<file path="config.mk">
export PLATFORM = sky130hd
export DESIGN_NAME = ovw_ring_buffer
export DESIGN_NICKNAME = d
export VERILOG_FILES = /design/src/rtl/rb_pkg.sv /design/src/rtl/rb_ctrl.sv /design/src/rtl/rb_datapath.sv /design/src/rtl/ovw_ring_buffer.sv
export SDC_FILE = /design/constraint.sdc
export NUM_CORES = 1
export LEC_CHECK = 0
export BUFFER_PORTS_ARGS = -buffer_cell sky130_fd_sc_hd__clkbuf_2
export CORE_AREA = 2 2 88 90
export DETAILED_ROUTE_END_ITERATION = 8
export DIE_AREA = 0 0 90 92
export HOLD_SLACK_MARGIN = 0.12
export REMOVE_ABC_BUFFERS = 1
export SYNTH_ARGS = -nofsm -noshare
export SYNTH_HDL_FRONTEND = slang
export SYNTH_HIERARCHICAL = 1
export SYNTH_SLANG_ARGS = --single-unit
export TNS_END_PERCENT = 50
</file>
<file path="constraint.sdc">
create_clock -name clk -period 1.9 [get_ports clk]
set_input_delay 0.19 -clock clk [delete_from_list [all_inputs] [get_ports clk]]
set_output_delay 0.19 -clock clk [all_outputs]
set_load 0.05 [all_outputs]
</file>
<file path="src/rtl/rb_pkg.sv">
package rb_pkg;

  // Strobes the control passes to the storage datapath
  typedef struct packed {
    logic wrEn;      // write pushData at the write position
    logic bufEmpty;  // no valid head byte
  } rbStrobe_t;

endpackage

</file>
<file path="src/rtl/rb_ctrl.sv">
module rb_ctrl
  import rb_pkg::*;
#(
  parameter int DEPTH = 5,
  localparam int PW = (DEPTH > 1) ? $clog2(DEPTH) : 1,
  localparam int CW = $clog2(DEPTH + 1)
) (
  input  logic          clk,
  input  logic          rst,
  input  logic          pushEn,
  input  logic          popEn,
  output rbStrobe_t     st,
  output logic [PW-1:0] wrPtr,
  output logic [PW-1:0] rdPtr,
  output logic [CW-1:0] count,
  output logic          isEmpty,
  output logic          isFull
);

  localparam logic [PW-1:0] LAST = PW'(DEPTH - 1);
  localparam logic [CW-1:0] FULLCNT = CW'(DEPTH);

  logic popValid, rdAdv, cntUp, cntDn;

  function automatic logic [PW-1:0] nextPtr(input logic [PW-1:0] p);
    return (p == LAST) ? '0 : p + 1'b1;
  endfunction

  always_comb begin
    isEmpty  = (count == '0);
    isFull   = (count == FULLCNT);
    popValid = popEn && !isEmpty;
    // head moves on a real pop, or when a lone push displaces the oldest byte
    rdAdv    = popValid || (pushEn && isFull && !popEn);
    cntUp    = pushEn && (!isFull || popValid);
    cntDn    = popValid;
    st.wrEn     = pushEn;
    st.bufEmpty = isEmpty;
  end

  always_ff @(posedge clk) begin
    if (rst) begin
      wrPtr <= '0;
      rdPtr <= '0;
      count <= '0;
    end else begin
      if (pushEn) wrPtr <= nextPtr(wrPtr);
      if (rdAdv)  rdPtr <= nextPtr(rdPtr);
      if (cntUp && !cntDn)      count <= count + 1'b1;
      else if (cntDn && !cntUp) count <= count - 1'b1;
    end
  end

  // distance from read to write position, used only by the checks below
  int ptrGap;
  always_comb ptrGap = (int'(wrPtr) + DEPTH - int'(rdPtr)) % DEPTH;

  AST_COUNT_BOUND: assert property (@(posedge clk) disable iff (rst)
    count <= FULLCNT);
  AST_PTR_RANGE: assert property (@(posedge clk) disable iff (rst)
    (int'(wrPtr) < DEPTH) && (int'(rdPtr) < DEPTH));
  AST_PTR_GAP: assert property (@(posedge clk) disable iff (rst)
    isFull ? (ptrGap == 0) : (ptrGap == int'(count)));
  AST_FULL_HOLD: assert property (@(posedge clk) disable iff (rst)
    (isFull && pushEn) |=> isFull);
  AST_EMPTY_POP: assert property (@(posedge clk) disable iff (rst)
    (isEmpty && popEn && !pushEn) |=> (isEmpty && $stable(rdPtr)));
  AST_MID_BOTH: assert property (@(posedge clk) disable iff (rst)
    (pushEn && popEn && !isEmpty && !isFull) |=> $stable(count));
  AST_EMPTY_BOTH: assert property (@(posedge clk) disable iff (rst)
    (pushEn && popEn && isEmpty) |=> (count == CW'(1)));

endmodule

</file>
<file path="src/rtl/rb_datapath.sv">
module rb_datapath
  import rb_pkg::*;
#(
  parameter int DATA_W = 8,
  parameter int DEPTH  = 5,
  localparam int PW = (DEPTH > 1) ? $clog2(DEPTH) : 1
) (
  input  logic              clk,
  input  logic              rst,
  input  rbStrobe_t         st,
  input  logic [PW-1:0]     wrPtr,
  input  logic [PW-1:0]     rdPtr,
  input  logic [DATA_W-1:0] pushData,
  output logic [DATA_W-1:0] popData
);

  logic [DATA_W-1:0] mem [DEPTH];

  always_ff @(posedge clk) begin
    if (st.wrEn) mem[wrPtr] <= pushData;
  end

  always_comb popData = st.bufEmpty ? {DATA_W{1'b1}} : mem[rdPtr];

  AST_WRITE_LANDS: assert property (@(posedge clk) disable iff (rst)
    st.wrEn |=> (mem[$past(wrPtr)] == $past(pushData)));

endmodule

</file>
<file path="src/rtl/ovw_ring_buffer.sv">
module ovw_ring_buffer
  import rb_pkg::*;
#(
  parameter int DATA_W = 8,
  parameter int DEPTH  = 5
) (
  input  logic                       clk,
  input  logic                       rst,
  input  logic                       pushEn,
  input  logic [DATA_W-1:0]          pushData,
  input  logic                       popEn,
  output logic [DATA_W-1:0]          popData,
  output logic [$clog2(DEPTH+1)-1:0] count,
  output logic                       isEmpty,
  output logic                       isFull
);

  localparam int PW = (DEPTH > 1) ? $clog2(DEPTH) : 1;

  rbStrobe_t     st;
  logic [PW-1:0] wrPtr, rdPtr;

  rb_ctrl #(.DEPTH(DEPTH)) u_ctrl (
    .clk(clk), .rst(rst), .pushEn(pushEn), .popEn(popEn),
    .st(st), .wrPtr(wrPtr), .rdPtr(rdPtr),
    .count(count), .isEmpty(isEmpty), .isFull(isFull)
  );

  rb_datapath #(.DATA_W(DATA_W), .DEPTH(DEPTH)) u_dp (
    .clk(clk), .rst(rst), .st(st), .wrPtr(wrPtr), .rdPtr(rdPtr),
    .pushData(pushData), .popData(popData)
  );

  initial begin
    AST_DEPTH_MIN: assert (DEPTH >= 2);
  end

endmodule

</file>
==> summary.md, run 1 <==
| Metric | Value |
|---|---|
| Run status | finished with violations |
| Failing checks | negative setup slack |
| Cell area after placement | 2620 µm² |
| Crit-path max FO | 4 |
| Top-count cell post-synth | edfxtp_1 |
| Maximum vdd ir drop | just under 0.5 mV |
| CP max stage delay | 360 ps |
| Final Setup Violations | 1 |
| Die Y-Extent | approximately 90 µm |
| Row cnt | 32 |
| Filler Cell Count | approximately 730 |
| Fin worst setup slack | -52.9 ps |
| Final Cycle Share | 103% |
| Yosys cell types | 38 |
| Crit-path cells | and3b_2, a21boi_2, ha_4, inv_2, fa_2, xor2_1, or3_1, a21oi_2 |
| Setup crit end kind | flop |
| Slew @ Worst Pin | roughly 380 ps |
| Post-route ant nets | 0 |
| Max-slew violations | 0 |
| Worst Hold Slack | around 140 ps |
| Final wirelength | 3990 µm |
| CP Class | reg -> reg |
| Synth area leader | edfxtp_1 |
| Share of post-route cells with drive strength above 1 | about a third |
| Final layout net count | about 220 |
| Initial antenna violation count | 0 |
| GRT Total Usage | roughly a tenth |
| Register area share after synthesis | approximately 64% |
| Core ar. | 7450 µm² |
| Area share of the largest cell type after synthesis | between 50% and 60% |
| Io pins | 25 |
| Clk buf depth | 2 |
| First DRT Iteration DRCs | 59 |
| Clk_lat worst skew | 300 ps |
| # port buffers | 24 |
| DP Wirelength | 2670 µm |
| Final GP Congestion | about 0.74 |
| Pwr dens | approximately 1400 nW/µm² |
| CTS tree | yes |
| Unrepaired setup endpoints after global routing | true |
| Final Skew | 10.3 ps |
| Inserted Diodes | 0 |
| H-tree Lvls | 2 |
| Synthesis-to-finish area growth | 30.8% |
| Critical Path RT | 2130 ps |
| Vias in the first global route | about 1300 |
| Min cycle time layout | around 2000 ps |
| Vias | 1348 |
| Die width | 90 µm |
| Drc violations | 0 |
| Multi-input gate area | 686 µm² |
| Design Area, Final | about 2800 µm² |
| Grt total ovfl | 0 |
| Post-synth EDFFs | 40 |
| DR WL/cell | between 10 and 15 µm |
| Synthesized area | about 2200 µm² |
| Reg clk slew, reported paths | roughly 90 ps |
| Ys async rst share | 0% |
| Static Leak | 1.02 nW |
| Register area | roughly 1400 µm² |
| Setup crit start kind | flop |
| Fmax | slightly above 500 MHz |
| Largest net degree at the start of global routing | 21 |
| Endpoints failing hold | 0 |
| Commonest cells post-synth | 40 x edfxtp_1, 18 x mux2i_1, 14 x a21oi_1 |
| Critical Path AT | about 2200 ps |
| Synth Instances | about 150 |
| Clk root buf | clkbuf_8 |
| Util after Layout | between 30% and 40% |
| CTS sink cnt | just under 50 |
| Clock buffer count from CTS | 5 |
| Vias per std cell | 4.45 |
| Ys Warns | 6 |
| Maxcap violations | 0 |
| Synth top area cells | edfxtp_1 56%, dfxtp_1 8.4%, mux2i_1 8.4%, a21oi_1 3.3%, ha_1 2.9% |
| Die area | about 8300 µm² |
| Drt pass-1 iters | 4 |
| Post-synth top flop | edfxtp_1 |
| Total power | 4.08 mW |
| #FFs+latches synth | 49 |
| Slew Limit Headroom | 74.9% |
| Initial core utilization | between 20% and 30% |
| Avg Inst Size Synth | around 14 µm² |
| Slowest CP cell | dfxtp_2 |
| First-pass GRT wire length | about 6400 µm |
| Worst min path class | in -> reg |
sequential cells by signal, summed over array words and instances (netlist names):
register / flops
u_ctrl/wrPtr: 3
u_ctrl/count: 3
u_dp/mem: 40
u_ctrl/rdPtr: 3
path summary, 6_finish.rpt:
check / startpoint / to / slack (ps) / cells past startpoint
max: u_ctrl/count[1]$_SDFFE_PP0P_ / u_ctrl/count[2]$_SDFFE_PP0P_ / -50 / 8
min: pushData[2] / u_dp/mem[2][2]$_DFFE_PP_ / 140 / 1
max reg2reg: u_ctrl/count[1]$_SDFFE_PP0P_ / u_ctrl/count[2]$_SDFFE_PP0P_ / -50 / 8
min reg2reg: u_ctrl/wrPtr[0]$_SDFFE_PP0P_ / u_ctrl/wrPtr[0]$_SDFFE_PP0P_ / 520 / 2
placed cells by master, fill, tap and decap left out, types with 2 or more instances in the layout:
cell	Yosys	final
o221ai_1	7	6
nor2_1	6	6
clkbuf_8	0	5
nor3_1	3	3
o21ai_1	2	2
clkbuf_2	1	15
o221ai_2	1	2
clkinv_2	1	2
edfxtp_1	40	40
nand2b_1	4	4
a21oi_1	14	13
nand3_1	3	3
inv_1	8	7
dlygate4sd3_1	0	4
dfxtp_2	0	2
mux2i_1	18	18
buf_4	2	21
xor2_1	2	2
dfxtp_1	9	7
nand2_1	3	3
nand3b_1	2	2
buf_12	0	10
ha_1	5	4
o21ai_0	2	2
per-stage QoR:
| stage | setup slack (ps) | TNS (ps) | instances |
|---|---|---|---|
| 2_1_floorplan | -962 | -9970 | 143 |
| 3_3_place_gp | -110 | -110 | 289 |
| 3_5_place_dp | -195 | -195 | 289 |
| 4_1_cts | -37.6 | -37.6 | 302 |
| 5_1_grt | -123 | -123 | 303 |
| 6_report | -52.9 | -52.9 | 303 |
where the power goes:
| part | leakage, nW | total [mW] | switching [mW] | internal [mW] |
|---|---|---|---|---|
| sequential | 0.440 | 1.28 | 0.0456 | 1.23 |
| combinational | 0.524 | 2.07 | 1.13 | 0.942 |
| clock | 0.0585 | 0.729 | 0.335 | 0.394 |
layer usage:
metal / global-route usage (%) / part of all wire [%] / vias up
met2: 16.4 / 52 / 19
met5: 0 / 0 / -
met4: 3.72 / 1.4 / 0
met3: 2.63 / 3.1 / 6
met1: 12.7 / 44 / 651
li1: - / - / 672
cell families after synthesis:
group           Yosys count  share of synthesized area (%)
xor+xnor                  2                          0.813
flops                    49                           64.1
simple gates             28                           7.61
mux                      18                           8.36
buf+inv                  19                           5.40
compound gates           31                           9.87
fa+ha+maj                 6                           3.83
timing repair:
action	in CTS	in global routing
pin swaps	5	1
hold buffers	4	0
gates resized for setup	5	6
buffers inserted	1	1
endpoints found under the hold margin	19	0
setup endpoints to repair	8	2
worst max-delay path: cells and delay by family (launching register included):
| kind | cells | cell delay (ps) |
|---|---|---|
| and+or+nand+nor | 2 | 540 |
| AOI/OAI and AO/OA | 2 | 300 |
| adders and majority gates | 2 | 500 |
| xor gates and xnor gates | 1 | 160 |
| DFF | 1 | 360 |
| buffers and inverters | 1 | 30 |
final cells by class:
class	instances	share of cell area, %
flip-flops and latches	49	49.1
multi-input cells	85	24.3
repair buffers	50	16.8
well taps	102	4.53
clock buffers	5	2.44
clock inverters	3	1.55
inverters	9	1.24
Note: power is estimated with default switching activity, not from simulation.
==> inputs of run 2 (changes only) <==
--- a/constraint.sdc
+++ b/constraint.sdc
@@ -3,2 +3,2 @@
 set_output_delay 0.19 -clock clk [all_outputs]
-set_load 0.05 [all_outputs]
+set_load 0.1 [all_outputs]
==> summary.md, run 2 (synthesis results as in run 1) <==
| Metric | Value |
|---|---|
| Critical Path AT | 2180 ps (about the same) |
| Die Y-Extent | 92 µm (unchanged) |
| Vias per std cell | 4.37 (-1.8%) |
| Run status | finished with violations |
| Largest net degree at the start of global routing | 21 (unchanged) |
| Total power | 4.65 mW (+14%) |
| Maxcap violations | 0 (unchanged) |
| Initial core utilization | 28.9% (unchanged) |
| Slew @ Worst Pin | 539 ps (+162 ps) |
| Max-slew violations | 0 (unchanged) |
| Worst min path class | in -> reg |
| Clk root buf | clkbuf_8 |
| Drt pass-1 iters | 5 (+1) |
| Post-route ant nets | 0 (unchanged) |
| Final Cycle Share | 102% (-0.41 points) |
| CP max stage delay | 350 ps (about the same) |
| Io pins | 25 (unchanged) |
| Pre-CTS setup slack | -233 ps (-37.4 ps) |
| Final Setup Violations | 1 (unchanged) |
| Sum Neg Setup Slack | -45.0 ps (+7.85 ps) |
| Slew Limit Headroom | 64.2% (-11 points) |
| CTS tree | yes |
| Synthesis-to-finish area growth | 32.2% |
| Final GP Congestion | 0.787 (+6.9%) |
| Setup crit start kind | flop |
| Util after Layout | 38.2% (+0.40 points) |
| Setup crit end kind | flop |
| Inserted Diodes | 0 (unchanged) |
| Vias | 1328 (-1.5%) |
| CTS sink cnt | 49 (unchanged) |
| Maximum vdd ir drop | 0.762 mV (+57%) |
| Slowest CP cell | dfxtp_2 |
| Reg clk slew, reported paths | 80 ps (about the same) |
| Final layout net count | 219 (+0.46%) |
| Die area | 8280 µm² (unchanged) |
| Core ar. | 7450 µm² (unchanged) |
| DR WL/cell | 13.1 µm (-0.58%) |
| Initial antenna violation count | 0 (unchanged) |
| Clk buf depth | 2 (unchanged) |
| Failing checks | negative setup slack |
| Pwr dens | 1630 nW/µm² (+13%) |
| Critical Path RT | 2130 ps (about the same) |
| CP Class | reg -> reg |
| H-tree Lvls | 2 (unchanged) |
| # port buffers | 24 (unchanged) |
| Die width | 90 µm (unchanged) |
| Reg-to-Reg Start | u_ctrl/count[1]$_SDFFE_PP0P_ |
| Crit-path max FO | 4 (unchanged) |
| Unrepaired setup endpoints after global routing | true |
| Row cnt | 32 (unchanged) |
| First-pass GRT wire length | 6380 µm (-1.1%) |
| First DRT Iteration DRCs | 92 (+56%) |
| Grt total ovfl | 0 (unchanged) |
| Cell area after placement | 2620 µm² (unchanged) |
| Most frequent cells in the layout | 40 x edfxtp_1, 19 x buf_4, 18 x mux2i_1, 15 x clkbuf_2, 13 x a21oi_1 |
| Biggest register | u_dp/mem |
| Commonest non-fill, non-tap cell in the layout | edfxtp_1 |
| Design Area, Final | 2850 µm² (+1.1%) |
| Final wirelength | 3980 µm (-0.25%) |
| Hold_sp | pushData[2] |
| Fmax | 514 MHz (+0.40%) |
| GRT Total Usage | 10.1% (+0.12 points) |
| Endpoints failing hold | 0 (unchanged) |
| Max FFs per register | 40 (unchanged) |
| Static Leak | 1.02 nW (+0.15%) |
| Worst setup startpoint | u_ctrl/count[1]$_SDFFE_PP0P_ |
| Crit-path cells | and3b_2, a21boi_2, ha_4, inv_2, fa_2, xor2_1, or3_1, a21oi_2 |
| Min cycle time layout | 1950 ps (-7.85 ps) |
| Drc violations | 0 (unchanged) |
| Vias in the first global route | 1310 (+0.15%) |
| Share of post-route cells with drive strength above 1 | 36.6% (+2.8 points) |
| Final Skew | 2.78 ps (-7.57 ps) |
| DP Wirelength | 2690 µm (+0.50%) |
| Clock buffer count from CTS | 5 (unchanged) |
| Clk_lat worst skew | 300 ps (about the same) |
| Fin worst setup slack | -45.0 ps (+7.85 ps) |
-- run 2: cell count changes in the layout (fill, tap and decap cells not counted), moves of 2 or more --
cell,before,now
clkinvlp_4,0,2
o221ai_1,6,4
buf_6,0,2
buf_4,21,19
o221ai_2,2,4
-- run 2: timing repair --
item	in CTS	in global routing
endpoints found under the hold margin	20	0
buffers inserted	0	2
resized for setup	10	12
setup endpoints to repair	8	9
pin swaps	4	3
hold buffers	4	0
cloned	0	1
-- run 2: critical path, delay by kind of cell (launching register included) --
family                     cells  cell delay (ps)
adders and majority gates      2              480
xor gates and xnor gates       1              170
and+or+nand+nor                2              540
AOI/OAI and AO/OA              2              300
DFF                            1              350
buffers and inverters          1               30
-- run 2: final timing paths --
check	depth (start not counted)	end	slack (ps)
worst max register to register	8	u_ctrl/count[2]$_SDFFE_PP0P_	-50
worst min register to register	2	u_ctrl/wrPtr[0]$_SDFFE_PP0P_	530
worst max-delay path	8	u_ctrl/count[2]$_SDFFE_PP0P_	-50
worst min-delay path	1	u_dp/mem[2][2]$_DFFE_PP_	120
-- run 2: through the flow --
stage               std cells  hold slack (ps)
CTS                       301              122
detailed placement        289              423
global placement          289              422
global route              304              129
finish                    304              124
floorplan                 143              259
-- run 2: layout make-up --
| cell class | instances | area (µm²) |
|---|---|---|
| Fill cell | 733 | 4600 |
| Clock buffer | 6 | 72.6 |
| Clock inverter | 2 | 15.0 |
| Inverter | 9 | 35.0 |
| Tap cell | 102 | 128 |
| Multi-Input combinational cell | 85 | 714 |
| Sequential cell | 49 | 1390 |
| Timing Repair Buffer | 51 | 498 |
-- run 2: metal layers --
metal | share of wire (%) | GRT usage, %
met1 | 44 | 12.2
met2 | 51 | 17.2
met3 | 3.0 | 3.12
met4 | 1.5 | 3.46
met5 | 0 | 0
-- run 2: where the power goes --
group	internal, mW	switching [mW]	total [mW]
clock network	0.259	0.322	0.581
logic	1.07	1.72	2.79
registers	1.24	0.0489	1.29
total	2.57	2.09	4.65
==> inputs of run 3 (changes only) <==
CELL_PAD_IN_SITES_DETAIL_PLACEMENT = 0   (was not set)
CELL_PAD_IN_SITES_GLOBAL_PLACEMENT = 1   (was not set)
PLACE_DENSITY_LB_ADDON = 0.1   (was not set)
==> summary.md, run 3 (synthesis results as in run 1) <==
| Metric | Value |
|---|---|
| Clk root buf | clkbuf_8 |
| GRT Total Usage | 11.1% (+1.0 points) |
| Final Cycle Share | 102% (-0.52 points) |
| Initial core utilization | 28.9% (unchanged) |
| Inserted Diodes | 0 (unchanged) |
| Commonest non-fill, non-tap cell in the layout | edfxtp_1 |
| Hold_sp | pushData[6] |
| Vias per std cell | 4.48 (+2.6%) |
| Row cnt | 32 (unchanged) |
| Synthesis-to-finish area growth | 30.9% |
| Worst Hold Path EP | u_dp/mem[1][6]$_DFFE_PP_ |
| Largest net degree at the start of global routing | 21 (unchanged) |
| Final GP Congestion | 0.733 (-6.8%) |
| Core ar. | 7450 µm² (unchanged) |
| Worst min path class | in -> reg |
| Hold path cells | 1 (unchanged) |
| Total power | 4.66 mW (about the same) |
| CP bufs+invs | 2 (+1) |
| Final wirelength | 4440 µm (+12%) |
| Critical Path RT | 2130 ps (about the same) |
| Cell family with most CP delay | adder cells |
| DR WL/cell | 14.7 µm (+12%) |
| Final layout net count | 217 (-0.91%) |
| Maximum vdd ir drop | 0.735 mV (-3.5%) |
| Worst r2r dst | u_ctrl/count[2]$_SDFFE_PP0P_ |
| Most frequent cells in the layout | 40 x edfxtp_1, 19 x buf_4, 18 x mux2i_1, 15 x clkbuf_2, 14 x a21oi_1 |
| Drc violations | 0 (unchanged) |
| Placed cell count | 288 (-0.35%) |
| Max-slew violations | 0 (unchanged) |
| Min cycle time layout | 1940 ps (-9.81 ps) |
| Setup crit start kind | flop |
| Endpoints failing hold | 0 (unchanged) |
| Failing checks | negative setup slack |
| Post-route ant nets | 0 (unchanged) |
| R2R cell count | 8 (unchanged) |
| Initial antenna violation count | 0 (unchanged) |
| # port buffers | 24 (unchanged) |
| Unrepaired setup endpoints after global routing | true |
| Fin worst setup slack | -35.2 ps (+9.81 ps) |
| Register area | 1380 µm² (-0.18%) |
| Static Leak | 1.01 nW (-1.1%) |
| Slew Limit Headroom | 64.3% (about the same) |
| Crit-path cells | o31a_1, clkinv_2, ha_2, inv_2, fa_2, xor2_1, or3_1, a21oi_1 |
| Max FFs per register | 40 (unchanged) |
| Critical Path AT | 2170 ps (about the same) |
| Slew @ Worst Pin | 538 ps (-0.326 ps) |
| Share of post-route cells with drive strength above 1 | 34.0% (-2.6 points) |
| Multi-input gate area | 696 µm² (-2.6%) |
| CTS sink cnt | 49 (unchanged) |
| Filler Cell Count | 737 (+0.55%) |
| Final Skew | 4.41 ps (+1.63 ps) |
| Io pins | 25 (unchanged) |
| Reg-to-Reg Start | u_ctrl/count[1]$_SDFFE_PP0P_ |
| H-tree Lvls | 2 (unchanged) |
| Die width | 90 µm (unchanged) |
| Flop2flop setup slack | -40 ps (about the same) |
| Die Y-Extent | 92 µm (unchanged) |
| Crit-path max FO | 4 (unchanged) |
| Fmax | 517 MHz (+0.51%) |
| Grt total ovfl | 0 (unchanged) |
| First-pass GRT wire length | 6970 µm (+9.3%) |
| Clk_lat worst skew | 300 ps (about the same) |
| CP max stage delay | 340 ps (about the same) |
| Clk buf depth | 2 (unchanged) |
| CP Class | reg -> reg |
| DP Wirelength | 3020 µm (+12%) |
| Setup crit end kind | flop |
| Slowest CP cell | dfxtp_2 |
| CTS tree | yes |
| Run status | finished with violations |
| Pwr dens | 1650 nW/µm² (+1.0%) |
| Biggest register | u_dp/mem |
| Die area | 8280 µm² (unchanged) |
| Maxcap violations | 0 (unchanged) |
| Reg clk slew, reported paths | 80 ps (about the same) |
| Vias in the first global route | 1325 (+1.1%) |
| Drt pass-1 iters | 4 (-1) |
| Vias | 1353 (+1.9%) |
| Final Setup Violations | 1 (unchanged) |
| Clock buffer count from CTS | 5 (unchanged) |
| First DRT Iteration DRCs | 30 (-67%) |
| Layout Cells excl Fill | 302 (-0.66%) |
| Crit. path cell count | 8 (unchanged) |
run 3: through the flow:
| step | TNS [ps] | worst slack, ps | hold WS, ps | cell area [µm²] | utilization, % |
|---|---|---|---|---|---|
| floorplan | -26720 | -2550 | 259 | 2070 | - |
| global placement | -92.1 | -92.1 | 420 | 2610 | 35.1 |
| detailed placement | -186 | -186 | 432 | 2610 | 35.1 |
| CTS | -39.0 | -39.0 | 121 | 2780 | 37.4 |
| global route | -180 | -114 | 131 | 2820 | 37.9 |
| finish | -35.2 | -35.2 | 139 | 2820 | 37.9 |
run 3: timing repair:
| action | 4_1_cts | 5_1_grt |
|---|---|---|
| hold buffers | 4 | 1 |
| gates resized for setup | 9 | 4 |
| pin swaps | 4 | 2 |
| setup buffers | 0 | 1 |
| setup endpoints to repair | 9 | 7 |
| hold endpoints to repair | 20 | 4 |
run 3: power breakdown:
group / total (mW) / switching (mW) / leakage (nW) / internal, mW
sequential: 1.28 / 0.0454 / 0.440 / 1.23
combinational: 2.64 / 1.70 / 0.517 / 0.941
clock: 0.734 / 0.339 / 0.0554 / 0.395
total: 4.66 / 2.09 / 1.01 / 2.57
run 3: worst max path at each step:
stage                                       from                           end  slack (ps)
CTS                 u_ctrl/count[2]$_SDFFE_PP0P_  u_ctrl/count[2]$_SDFFE_PP0P_         -40
global placement    u_ctrl/count[1]$_SDFFE_PP0P_  u_ctrl/count[2]$_SDFFE_PP0P_         -90
finish              u_ctrl/count[1]$_SDFFE_PP0P_  u_ctrl/count[2]$_SDFFE_PP0P_         -40
detailed placement  u_ctrl/count[1]$_SDFFE_PP0P_  u_ctrl/count[2]$_SDFFE_PP0P_        -190
floorplan           u_ctrl/count[0]$_SDFFE_PP0P_                    popData[0]       -2550
global route        u_ctrl/count[1]$_SDFFE_PP0P_  u_ctrl/count[2]$_SDFFE_PP0P_        -110
run 3: per-layer routing:
metal  global-route usage (%)  vias to the layer above  wire length (µm)
li1                         -                      666                 -
met1                     15.3                      660              2190
met2                     16.9                       19              2040
met3                     3.29                        8               149
met4                     3.46                        0                57
met5                        0                        -                 0
run 3: area by class of cell:
cell class | instances | area share, %
tap | 102 | 4.53
sequential | 49 | 49.0
multi-input combinational | 85 | 24.7
timing repair buffer | 49 | 16.6
clock buffer | 6 | 2.57
clock inverter | 2 | 1.38
inverter | 9 | 1.24
